## config.mk

```make
export PLATFORM = sky130hd
export DESIGN_NAME = pmem_bank_decoder
export DESIGN_NICKNAME = d
export VERILOG_FILES = /design/src/rtl/pmdec_pkg.sv /design/src/rtl/pmdec_remap_reg.sv /design/src/rtl/pmdec_map.sv /design/src/rtl/pmdec_slice.sv /design/src/rtl/pmem_bank_decoder.sv
export SDC_FILE = /design/constraint.sdc
export NUM_CORES = 1
export LEC_CHECK = 0
export ABC_AREA = 0
export ABC_CLOCK_PERIOD_IN_PS = 2100
export CORE_ASPECT_RATIO = 0.75
export CORE_MARGIN = 3
export CORE_UTILIZATION = 42
export DETAILED_ROUTE_END_ITERATION = 8
export PLACE_DENSITY = 0.94
export SLEW_MARGIN = 20
export SYNTH_ARGS = -nofsm -noshare
export SYNTH_HDL_FRONTEND = slang
export SYNTH_SLANG_ARGS = --single-unit
```

## constraint.sdc

```tcl
create_clock -name clk -period 2.1 [get_ports clk]
set_clock_uncertainty 0.1 [all_clocks]
set_input_delay 0.42 -clock clk [delete_from_list [all_inputs] [get_ports clk]]
set_output_delay 0.42 -clock clk [all_outputs]
set_load 0.005 [all_outputs]
```

## src/rtl/pmdec_pkg.sv

```systemverilog
package pmdec_pkg;
  typedef enum logic [1:0] {
    BANK_PRI = 2'b00,
    BANK_SEC = 2'b01,
    BANK_EXT = 2'b10
  } bank_e;
endpackage

```

## src/rtl/pmdec_remap_reg.sv

```systemverilog
module pmdec_remap_reg (
  input  logic       clk,
  input  logic       rst_n,
  input  logic [1:0] init_val,
  input  logic       wr_en,
  input  logic [1:0] wr_data,
  output logic [1:0] remap_q
);
  always_ff @(posedge clk) begin
    if (!rst_n)     remap_q <= init_val;
    else if (wr_en) remap_q <= wr_data;
  end
endmodule

```

## src/rtl/pmdec_map.sv

```systemverilog
module pmdec_map
  import pmdec_pkg::*;
#(
  parameter int ADDR_W = 16,
  parameter int PRI_KB = 16,
  parameter int SEC_KB = 4
) (
  input  logic [ADDR_W-1:0] addr,
  input  logic              ext_force,
  input  logic              sec_visible,
  input  logic [1:0]        remap,
  output bank_e             bank,
  output logic [ADDR_W-1:0] offset
);
  localparam logic [ADDR_W:0]   PRI_LIM  = (ADDR_W+1)'(PRI_KB * 1024);
  localparam logic [ADDR_W:0]   SEC_LIM  = (ADDR_W+1)'(SEC_KB * 1024);
  localparam logic [ADDR_W-1:0] SEC_BASE = ADDR_W'((1 << ADDR_W) - SEC_KB * 1024);

  logic [ADDR_W:0] remap_lim;
  logic [ADDR_W:0] addr_x;

  assign addr_x = {1'b0, addr};

  always_comb begin
    unique case (remap)
      2'b01:   remap_lim = SEC_LIM >> 2;
      2'b10:   remap_lim = SEC_LIM >> 1;
      2'b11:   remap_lim = SEC_LIM;
      default: remap_lim = '0;
    endcase
  end

  always_comb begin
    bank   = BANK_EXT;
    offset = addr;
    if (ext_force) begin
      bank = BANK_EXT;
    end else if (addr_x < remap_lim) begin
      bank = BANK_SEC;
    end else if (addr_x < PRI_LIM) begin
      bank = BANK_PRI;
    end else if (sec_visible && addr >= SEC_BASE) begin
      bank   = BANK_SEC;
      offset = addr - SEC_BASE;
    end
  end
endmodule

```

## src/rtl/pmdec_slice.sv

```systemverilog
module pmdec_slice #(
  parameter int W = 18
) (
  input  logic         clk,
  input  logic         rst_n,
  input  logic         in_valid,
  output logic         in_ready,
  input  logic [W-1:0] in_data,
  output logic         out_valid,
  input  logic         out_ready,
  output logic [W-1:0] out_data
);
  assign in_ready = !out_valid || out_ready;

  always_ff @(posedge clk) begin
    if (!rst_n) begin
      out_valid <= 1'b0;
      out_data  <= '0;
    end else if (in_ready) begin
      out_valid <= in_valid;
      if (in_valid) out_data <= in_data;
    end
  end
endmodule

```

## src/rtl/pmem_bank_decoder.sv

```systemverilog
module pmem_bank_decoder
  import pmdec_pkg::*;
#(
  parameter int ADDR_W = 16,
  parameter int PRI_KB = 16,
  parameter int SEC_KB = 4
) (
  input  logic              clk,
  input  logic              rst_n,
  input  logic [1:0]        cfg_remap_init,
  input  logic              cfg_remap_wr,
  input  logic [1:0]        cfg_remap_wdata,
  input  logic              in_valid,
  output logic              in_ready,
  input  logic [ADDR_W-1:0] in_addr,
  input  logic              ext_force,
  input  logic              sec_visible,
  output logic              out_valid,
  input  logic              out_ready,
  output logic [1:0]        out_bank,
  output logic [ADDR_W-1:0] out_offset,
  output logic              out_ext_en
);
  localparam int RES_W = ADDR_W + 2;

  logic [1:0]        remap_q;
  bank_e             dec_bank;
  logic [ADDR_W-1:0] dec_off;
  logic [RES_W-1:0]  res_q;

  pmdec_remap_reg u_remap (
    .clk      (clk),
    .rst_n    (rst_n),
    .init_val (cfg_remap_init),
    .wr_en    (cfg_remap_wr),
    .wr_data  (cfg_remap_wdata),
    .remap_q  (remap_q)
  );

  pmdec_map #(.ADDR_W(ADDR_W), .PRI_KB(PRI_KB), .SEC_KB(SEC_KB)) u_map (
    .addr        (in_addr),
    .ext_force   (ext_force),
    .sec_visible (sec_visible),
    .remap       (remap_q),
    .bank        (dec_bank),
    .offset      (dec_off)
  );

  pmdec_slice #(.W(RES_W)) u_slice (
    .clk       (clk),
    .rst_n     (rst_n),
    .in_valid  (in_valid),
    .in_ready  (in_ready),
    .in_data   ({dec_bank, dec_off}),
    .out_valid (out_valid),
    .out_ready (out_ready),
    .out_data  (res_q)
  );

  assign out_bank   = res_q[RES_W-1 -: 2];
  assign out_offset = res_q[ADDR_W-1:0];
  assign out_ext_en = out_valid && (res_q[RES_W-1 -: 2] == BANK_EXT);
endmodule

```

; After elaboration in Yosys (flattened, before gate mapping)
; Cells that the tools add are included.
[op_classes]
n_eq_ne = 5
muxes = 11
order_cmp = 3
n_addsub = 1
reduce_logical = 5
[op_table]
columns = operator, count
row1 = 16-bit two-way mux, 4
row2 = 13-bit case mux with 3 select lines, 1
row3 = 16-bit greater-or-equal comparator (second input constant), 1
row4 = 16-bit by 13-bit < comparator with 1-bit output, 1
row5 = 16-bit by 15-bit < comparator with 1-bit output (second input constant), 1
row6 = 16-bit subtractor (second input constant), 1
row7 = 2-bit two-way mux, 6
row8 = 2-bit equality test (second input constant), 3
row9 = 2-bit by 1-bit equality test with 1-bit output (second input constant), 1
row10 = 1-bit logical AND, 2
row11 = 2-bit by 1-bit inequality test with 1-bit output (second input constant), 1
row12 = 2-bit AND reduction, 1
row13 = 1-bit zero test, 1
row14 = 1-bit logical OR, 1
[totals]
elab_cells = 28
out_inout_bits = 21
regBits = 21

; Depth between registers and ports, before layout
; Gate-level depths: netlist of run 1.
[depth]
depth_word = 6
depth_mapped = 5
mapped_depth_nobuf = 5

; Modules after synthesis
; A second synthesis of run 1 with hierarchy kept.
[hier_totals]
cells_unflattened = 122
hier_area_um2 = 1131.1
[modules_own_cells]
columns = mod, area_per_inst_um2, seq_area_each_um2, cells_per_inst, instances
row1 = pmdec_slice, 787.0, 380.4, 83, 1
row2 = pmdec_map, 246.5, 0.0, 33, 1
row3 = pmdec_remap_reg, 88.8, 60.1, 5, 1
row4 = pmem_bank_decoder, 8.8, 0.0, 1, 1

; Worst setup path before layout of run 1
; No wires, ideal clock.
[synth_path]
kind = reg-to-reg
start = register u_remap.remap_q[0]
end = register u_slice.out_data[16]
period_less_slack_ps = 1320
t_arrival_ps = 1150
setup_ps = 70
n_path_buf = 0
setup_slack_ps = 780
t_required_ps = 1930
path_stages_with_launch = 6
path_cell_list = edfxtp_1 -> nand2b_1 -> ha_1 -> nor4b_1 -> o21ai_1 -> a21oi_1
[synth_via]
elab_chain_len = 5
[synth_rtl]
columns = item, line_no
row1 = "start, declared", pmdec_remap_reg.sv:7  ; output logic [1:0] remap_q
row2 = "start signal, assigned", pmdec_remap_reg.sv:10  ; if (!rst_n) remap_q <= init_val;
row3 = "start signal, assigned", pmdec_remap_reg.sv:11  ; else if (wr_en) remap_q <= wr_data;
row4 = 2-bit equality test / 2-bit by 1-bit equality test with 1-bit output (equally long branches), pmdec_map.sv:25  ; unique case (remap)
row5 = 13-bit case mux with 3 select lines *, pmdec_map.sv:25
row6 = 16-bit by 13-bit < comparator with 1-bit output *, pmdec_map.sv:38  ; end else if (addr_x < remap_lim) begin
row7 = 2-bit two-way mux *, pmdec_map.sv:38
row8 = 2-bit two-way mux *, pmdec_map.sv:36  ; if (ext_force) begin
row9 = "end signal, assigned", pmdec_slice.sv:21  ; if (in_valid) out_data <= in_data;
row10 = "end, declared", pmdec_slice.sv:11  ; output logic [W-1:0] out_data
; Mark *: on every way between the ends. The rest lies on a longest branch, timed or not.
; A chain may end at the register's enable or synchronous reset.

; Worst setup path in the final report of run 1
[layout_path]
start = input port out_ready
end = output port in_ready
[layout_via]
elab_chain_len = 1
[layout_rtl]
columns = item, line_no
row1 = "start, declared", pmem_bank_decoder.sv:19  ; input logic out_ready,
row2 = 1-bit logical OR, pmdec_slice.sv:13  ; assign in_ready = !out_valid || out_ready;
row3 = "end, declared", pmem_bank_decoder.sv:14  ; output logic in_ready,
; Every way passes these cells.

==> flow_summary_export.csv, run 1 <==
group,metric,value,unit
status,status,"completed",
drt,routed_wl,2.395,mm
timing,max_slew_margin,0.7803,
critical_path,reg2regPathDepth,5,
placed_design,dpl_cell_area,1429,µm²
clocking,clkLatencyLatePin,0.31,ns
logic_synthesis,syn_nets,133,
clocking,hold_buffers,0,
drt,drt_iter0_drc,28,
timing,fin_tns_setup,0,ns
drt,viasPerCell,5.200,
clocking,clk_pin_slew,0.12,ns
logic_synthesis,synthCells,103,
floorplanning,core-area,2085,µm²
clocking,cts.sinks,21,
logic_synthesis,netlist_area,953.4,µm²
hold_path,hold_start,"u_slice.out_data[1]",
timing,rsz0062_at_grt,"false",
clocking,root_buffer,"clkbuf_4",
grt,grt_max_degree,21,
critical_path,worstSetupStartpointType,"input port",
critical_path,r2r_setup_slack,0.57,ns
placed_design,dp.cells,171,
timing,holdWs,0.3721,ns
clocking,cts_setup_buffers,0,
grt,overflow,0,
grt,grt_pass1_vias,909,
hold_path,hold_depth,2,
placed_design,io_buffers,47,
floorplanning,start_util,0.4574,
clocking,cts_resized,0,
grt,grt_first_pass_wirelength,3.739,mm
clocking,ctsLongestPathBuffers,2,
critical_path,rr_startpoint,"u_remap.remap_q[0]",
drt,wl_per_cell,13.69,µm
finish,multi_input_area,469.2,µm²
timing,hold_viol_final,0,
drt,drc,0,
critical_path,cp_cell_sequence,"clkdlybuf4s50_1 -> nand2b_4 -> clkdlybuf4s50_1",
finish,final_cell_count_no_fill,175,
finish,fillers,167,
clocking,cts_tree,"yes",
finish,post-route-util,0.6987,
logic_synthesis,yosysWarningCount,0,
grt,antenna_found_initial,0,
critical_path,endpoint_kind,"output port",
critical_path,path_max_fanout,4,
floorplanning,die_area,2884,µm²
clocking,cts_buffers,3,
power,power_density,567.4,nW/µm²
finish,area_growth,52.76,%
power,ir_drop,332.4,µV
logic_synthesis,synth_cell_type_count,29,
timing,post-route-period-util,0.9708,
finish,num_antenna_cells,0,
critical_path,cp_slowest_cell,"clkdlybuf4s50_1",
critical_path,cp.required,1.58,ns
logic_synthesis,avgSynthCellArea,9.256,µm²
drt,ant_nets,0,
placed_design,gp_congestion,0.7477,
critical_path,worst_r2r_endpoint,"u_slice.out_data[16]",
timing,drv_slew,0,
critical_path,crit_top_cell,"clkdlybuf4s50_1",
finish,fin_area,1456,µm²
timing,max_freq,490.5,MHz
timing,finalSetupViolCount,0,
finish,register_area,440.4,µm²
timing,worst_slew_pin_slew,0.3250,ns
grt,grtUsageTotal,0.1784,
finish,drive_gt1_frac,0.09272,
critical_path,path_class,"in -> out",
clocking,htreeDepth,1,
timing,finalCriticalPeriod,2.039,ns
drt,num_vias,910,
placed_design,hpwlAfterDp,1.865,mm
logic_synthesis,synth-seq-area-share,0.4619,
hold_path,hold_class,"reg -> reg",
drt,dr.pass1.iters,4,
finish,nets,182,
hold_path,min_delay_worst_endpoint,"u_slice.out_data[1]",
floorplanning,rows,14,
floorplanning,io_pins,48,
logic_synthesis,ys_ff_latch,21,
power,p_leak,0.5491,nW
floorplanning,die_w,61.02,µm
flow_run,cap_violations,0,
critical_path,cp_slowest_stage_delay,0.50,ns
critical_path,worstPathArrival,1.52,ns
floorplanning,die_y,47.26,µm
[layout make-up]
class / instances / share of cell area
timing repair buffer: 49 / 0.3333
multi-input combinational: 76 / 0.3222
sequential: 21 / 0.3024
tap: 24 / 0.02062
clock buffer: 3 / 0.01546
clock inverter: 1 / 0.003436
inverter: 1 / 0.002577
[placed cells by master (no fill, tap or decap)]
cell / count
nand2_2: 1
o21ai_1: 1
or3_4: 1
a21oi_1: 3
nor4b_1: 1
buf_4: 2
mux2i_1: 1
and2_4: 1
nand3_1: 2
nand4_1: 1
o21ai_0: 5
a21boi_0: 15
clkdlybuf4s50_1: 47
ha_1: 3
nand3b_1: 2
nand2b_4: 1
xnor2_1: 1
and3_1: 1
clkinv_2: 1
clkbuf_4: 3
nand2_1: 28
nor2_1: 2
edfxtp_1: 2
mux2_2: 2
inv_1: 1
nor3_2: 1
nor2_4: 1
dfxtp_1: 19
nand2b_1: 2
[per-stage QoR]
step / total power, mW / setup slack, ns
final: 0.8263 / 0.06127
after floorplan: 0.5256 / 0.7805
after detailed placement: 0.6389 / 0.05490
after global routing: 0.8740 / 0.03193
after CTS: 0.8380 / 0.05452
after global placement: 0.6306 / 0.07966
[routing by layer]
metal  vias to the layer above  track usage  share of wire
met2                        37       0.3369           0.50
met4                         0      0.07792          0.018
met3                         7      0.05495          0.090
li1                        446            -              -
met5                         -            0              0
met1                       420       0.1846           0.39
[cells in the mapped netlist]
master,n,area share
o21ai_0,5,0.026
dfxtp_1,19,0.40
nand2_2,1,0.0066
and3_1,1,0.0066
nor3_2,1,0.010
a21boi_0,15,0.12
nor2_4,1,0.012
nand4_1,1,0.0066
or3_4,1,0.012
nor2_1,2,0.0079
nand3b_1,2,0.016
edfxtp_1,2,0.063
nand2_1,28,0.11
nand3_1,2,0.010
mux2_2,2,0.024
a21oi_1,3,0.016
ha_1,3,0.039
and2_4,1,0.0092
buf_4,1,0.0079
o21ai_1,1,0.0052
xnor2_1,1,0.0092
nor4b_1,1,0.0092
clkbuf_1,2,0.0079
inv_1,1,0.0039
nand2b_4,1,0.014
clkbuf_8,1,0.014
buf_6,1,0.012
mux2i_1,1,0.010
nand2b_1,2,0.013
[state kept, by name (all words and copies together), names as in the netlist]
signal,count
u_slice.out_data,18
u_slice.out_valid,1
u_remap.remap_q,2
[worst max-delay path: cells and delay by family]
kind / cells / cell delay (ns)
buffers and inverters: 2 / 0.96
AND/OR/NAND/NOR: 1 / 0.13
[worst max path at each step]
stage / endpoint / slack [ns] / from
after CTS: in_ready / 0.05 / out_ready
final: in_ready / 0.06 / out_ready
after floorplan: u_slice.out_data[16] / 0.78 / u_remap.remap_q[0]
after detailed placement: in_ready / 0.05 / out_ready
after global placement: in_ready / 0.08 / out_ready
after global routing: in_ready / 0.03 / out_ready
[power breakdown]
part           internal [mW]  leakage, nW  switching, mW
logic                  0.115        0.354         0.0658
clock network         0.0712       0.0177          0.127
registers              0.432        0.177         0.0160
[cell families (layout without fill, tap and decap cells)]
group                      after synthesis  in the layout  synth area share
and+or+nand+nor                         45             45            0.2441
AOI/OAI and AO/OA                       24             24            0.1653
DFF                                     21             21            0.4619
buffers and inverters                    6             54           0.04593
adders and majority gates                3              3           0.03937
muxes                                    3              3           0.03412
xor gates and xnor gates                 1              1          0.009188
No activity file was read; power rests on OpenSTA's default activity.
==> inputs of run 2 (changes only) <==
Settings changed: REMOVE_ABC_BUFFERS set to 1.
==> flow_summary_export.csv, run 2 (synthesis results as in run 1) <==
group,metric,value,unit
status,status,"completed",
critical_path,path_class,"in -> out",
clocking,root_buffer,"clkbuf_4",
placed_design,gp_congestion,0.7491,
critical_path,crit_top_cell,"clkdlybuf4s50_1",
clocking,clk_pin_slew,0.11,ns
drt,ant_nets,0,
floorplanning,die_y,47.26,µm
floorplanning,core-area,2085,µm²
timing,fin_tns_setup,0,ns
floorplanning,rows,14,
timing,drv_slew,0,
finish,area_growth,51.97,%
critical_path,rr_startpoint,"u_remap.remap_q[0]",
hold_path,hold_class,"reg -> reg",
finish,largest_reg_flops,18,
timing,post-route-period-util,0.9698,
finish,top_register,"u_slice.out_data",
floorplanning,io_pins,48,
grt,antenna_found_initial,0,
clocking,cts.sinks,21,
drt,viasPerCell,5.017,
power,power,0.8145,mW
finish,top_regs,"u_slice.out_data: 18 flops, u_remap.remap_q: 2 flops, u_slice.out_valid: 1 flops",
drt,wl_per_cell,12.59,µm
drt,dr.pass1.iters,4,
critical_path,endpoint_kind,"output port",
critical_path,path_max_fanout,4,
finish,fin_area,1449,µm²
grt,overflow,0,
power,power_density,562.2,nW/µm²
critical_path,cp.required,1.58,ns
power,ir_drop,377.7,µV
critical_path,reg2regPathDepth,5,
critical_path,critPathBufInv,2,
drt,drt_iter0_drc,21,
critical_path,cp_cell_sequence,"clkdlybuf4s50_1 -> nand2b_4 -> clkdlybuf4s50_1",
clocking,cts_tree,"yes",
finish,nets,181,
drt,drc,0,
drt,num_vias,873,
critical_path,worst_r2r_endpoint,"u_slice.out_data[16]",
power,p_leak,0.5443,nW
placed_design,dpl_cell_area,1421,µm²
critical_path,cp_slowest_stage_delay,0.49,ns
floorplanning,die_w,61.02,µm
grt,grt_max_degree,21,
clocking,ctsLongestPathBuffers,2,
timing,worst_slew_pin_slew,0.3022,ns
timing,hold_viol_final,0,
timing,finalCriticalPeriod,2.037,ns
critical_path,r2r_setup_slack,0.65,ns
placed_design,hpwlAfterDp,1.757,mm
grt,grtUsageTotal,0.1640,
finish,final_common_cell,"clkdlybuf4s50_1",
finish,drive_gt1_frac,0.08667,
grt,grt_pass1_vias,844,
clocking,cts_buffers,3,
floorplanning,die_area,2884,µm²
critical_path,worstSetupStartpointType,"input port",
flow_run,cap_violations,0,
timing,max_freq,491.0,MHz
finish,num_antenna_cells,0,
clocking,cts_setup_buffers,0,
critical_path,worstPathArrival,1.52,ns
critical_path,crit_start,"out_ready",
hold_path,hold_depth,2,
floorplanning,start_util,0.4574,
timing,finalSetupViolCount,0,
clocking,htreeDepth,1,
clocking,hold_buffers,0,
clocking,clkLatencyLatePin,0.30,ns
drt,routed_wl,2.191,mm
clocking,cts_resized,0,
timing,rsz0062_at_grt,"false",
grt,grt_first_pass_wirelength,3.422,mm
critical_path,critPathCapture,"in_ready",
timing,max_slew_margin,0.7978,
finish,final_cell_mix,"47 x clkdlybuf4s50_1, 28 x nand2_1, 19 x dfxtp_1",
critical_path,cp_num_cells,3,
placed_design,io_buffers,47,
critical_path,crit_family,"buffers and inverters",
critical_path,cp_slowest_cell,"clkdlybuf4s50_1",
-- run 2: metal layers --
metal,track usage,part of all wire
met5,0,0
met4,0.02597,0
met3,0.07692,0.090
met2,0.3220,0.52
met1,0.1617,0.39
-- run 2: worst min path at each step --
| stage | startpoint | endpoint |
|---|---|---|
| after detailed placement | u_slice.out_data[8] | u_slice.out_data[8] |
| after global placement | u_slice.out_data[14] | u_slice.out_data[14] |
| after floorplan | u_slice.out_data[14] | u_slice.out_data[14] |
| final | u_slice.out_data[8] | u_slice.out_data[8] |
| after global routing | u_slice.out_data[4] | u_slice.out_data[4] |
| after CTS | u_slice.out_data[8] | u_slice.out_data[8] |
-- run 2: power by group --
part | switching (mW) | internal [mW]
clock | 0.118 | 0.0710
combinational | 0.0641 | 0.113
sequential | 0.0152 | 0.432
total | 0.198 | 0.617
-- run 2: final cells by class --
| type | instances | area (µm²) |
|---|---|---|
| timing repair buffer | 48 | 478.0 |
| clock buffer | 3 | 22.52 |
| multi-input combinational | 76 | 469.2 |
| fill | 177 | 635.6 |
| inverter | 1 | 3.754 |
| tap | 24 | 30.03 |
| clock inverter | 1 | 5.005 |
| sequential | 21 | 440.4 |
-- run 2: tightest hold or removal path: stages, from the launching register on --
cell	delay (ns)
dfxtp_1	0.32
nand2_1	0.04
a21boi_0	0.06
-- run 2: per-stage QoR --
step	hold WS (ns)	setup slack, ns	util	std cells
floorplan	0.3574	0.7806	-	98
detailed placement	0.3586	0.04713	0.6819	170
global route	0.3977	0.01917	0.6951	174
CTS	0.3757	0.04745	0.6951	174
global placement	0.3489	0.07753	0.6819	170
finish	0.3693	0.06332	0.6951	174
==> inputs of run 3 (changes only) <==
Settings changed: CTS_CLUSTER_SIZE set to 28, HOLD_SLACK_MARGIN set to 0.15.
==> results of run 3 <==
The final DEF is identical to that of run 2; final timing and power are the same.
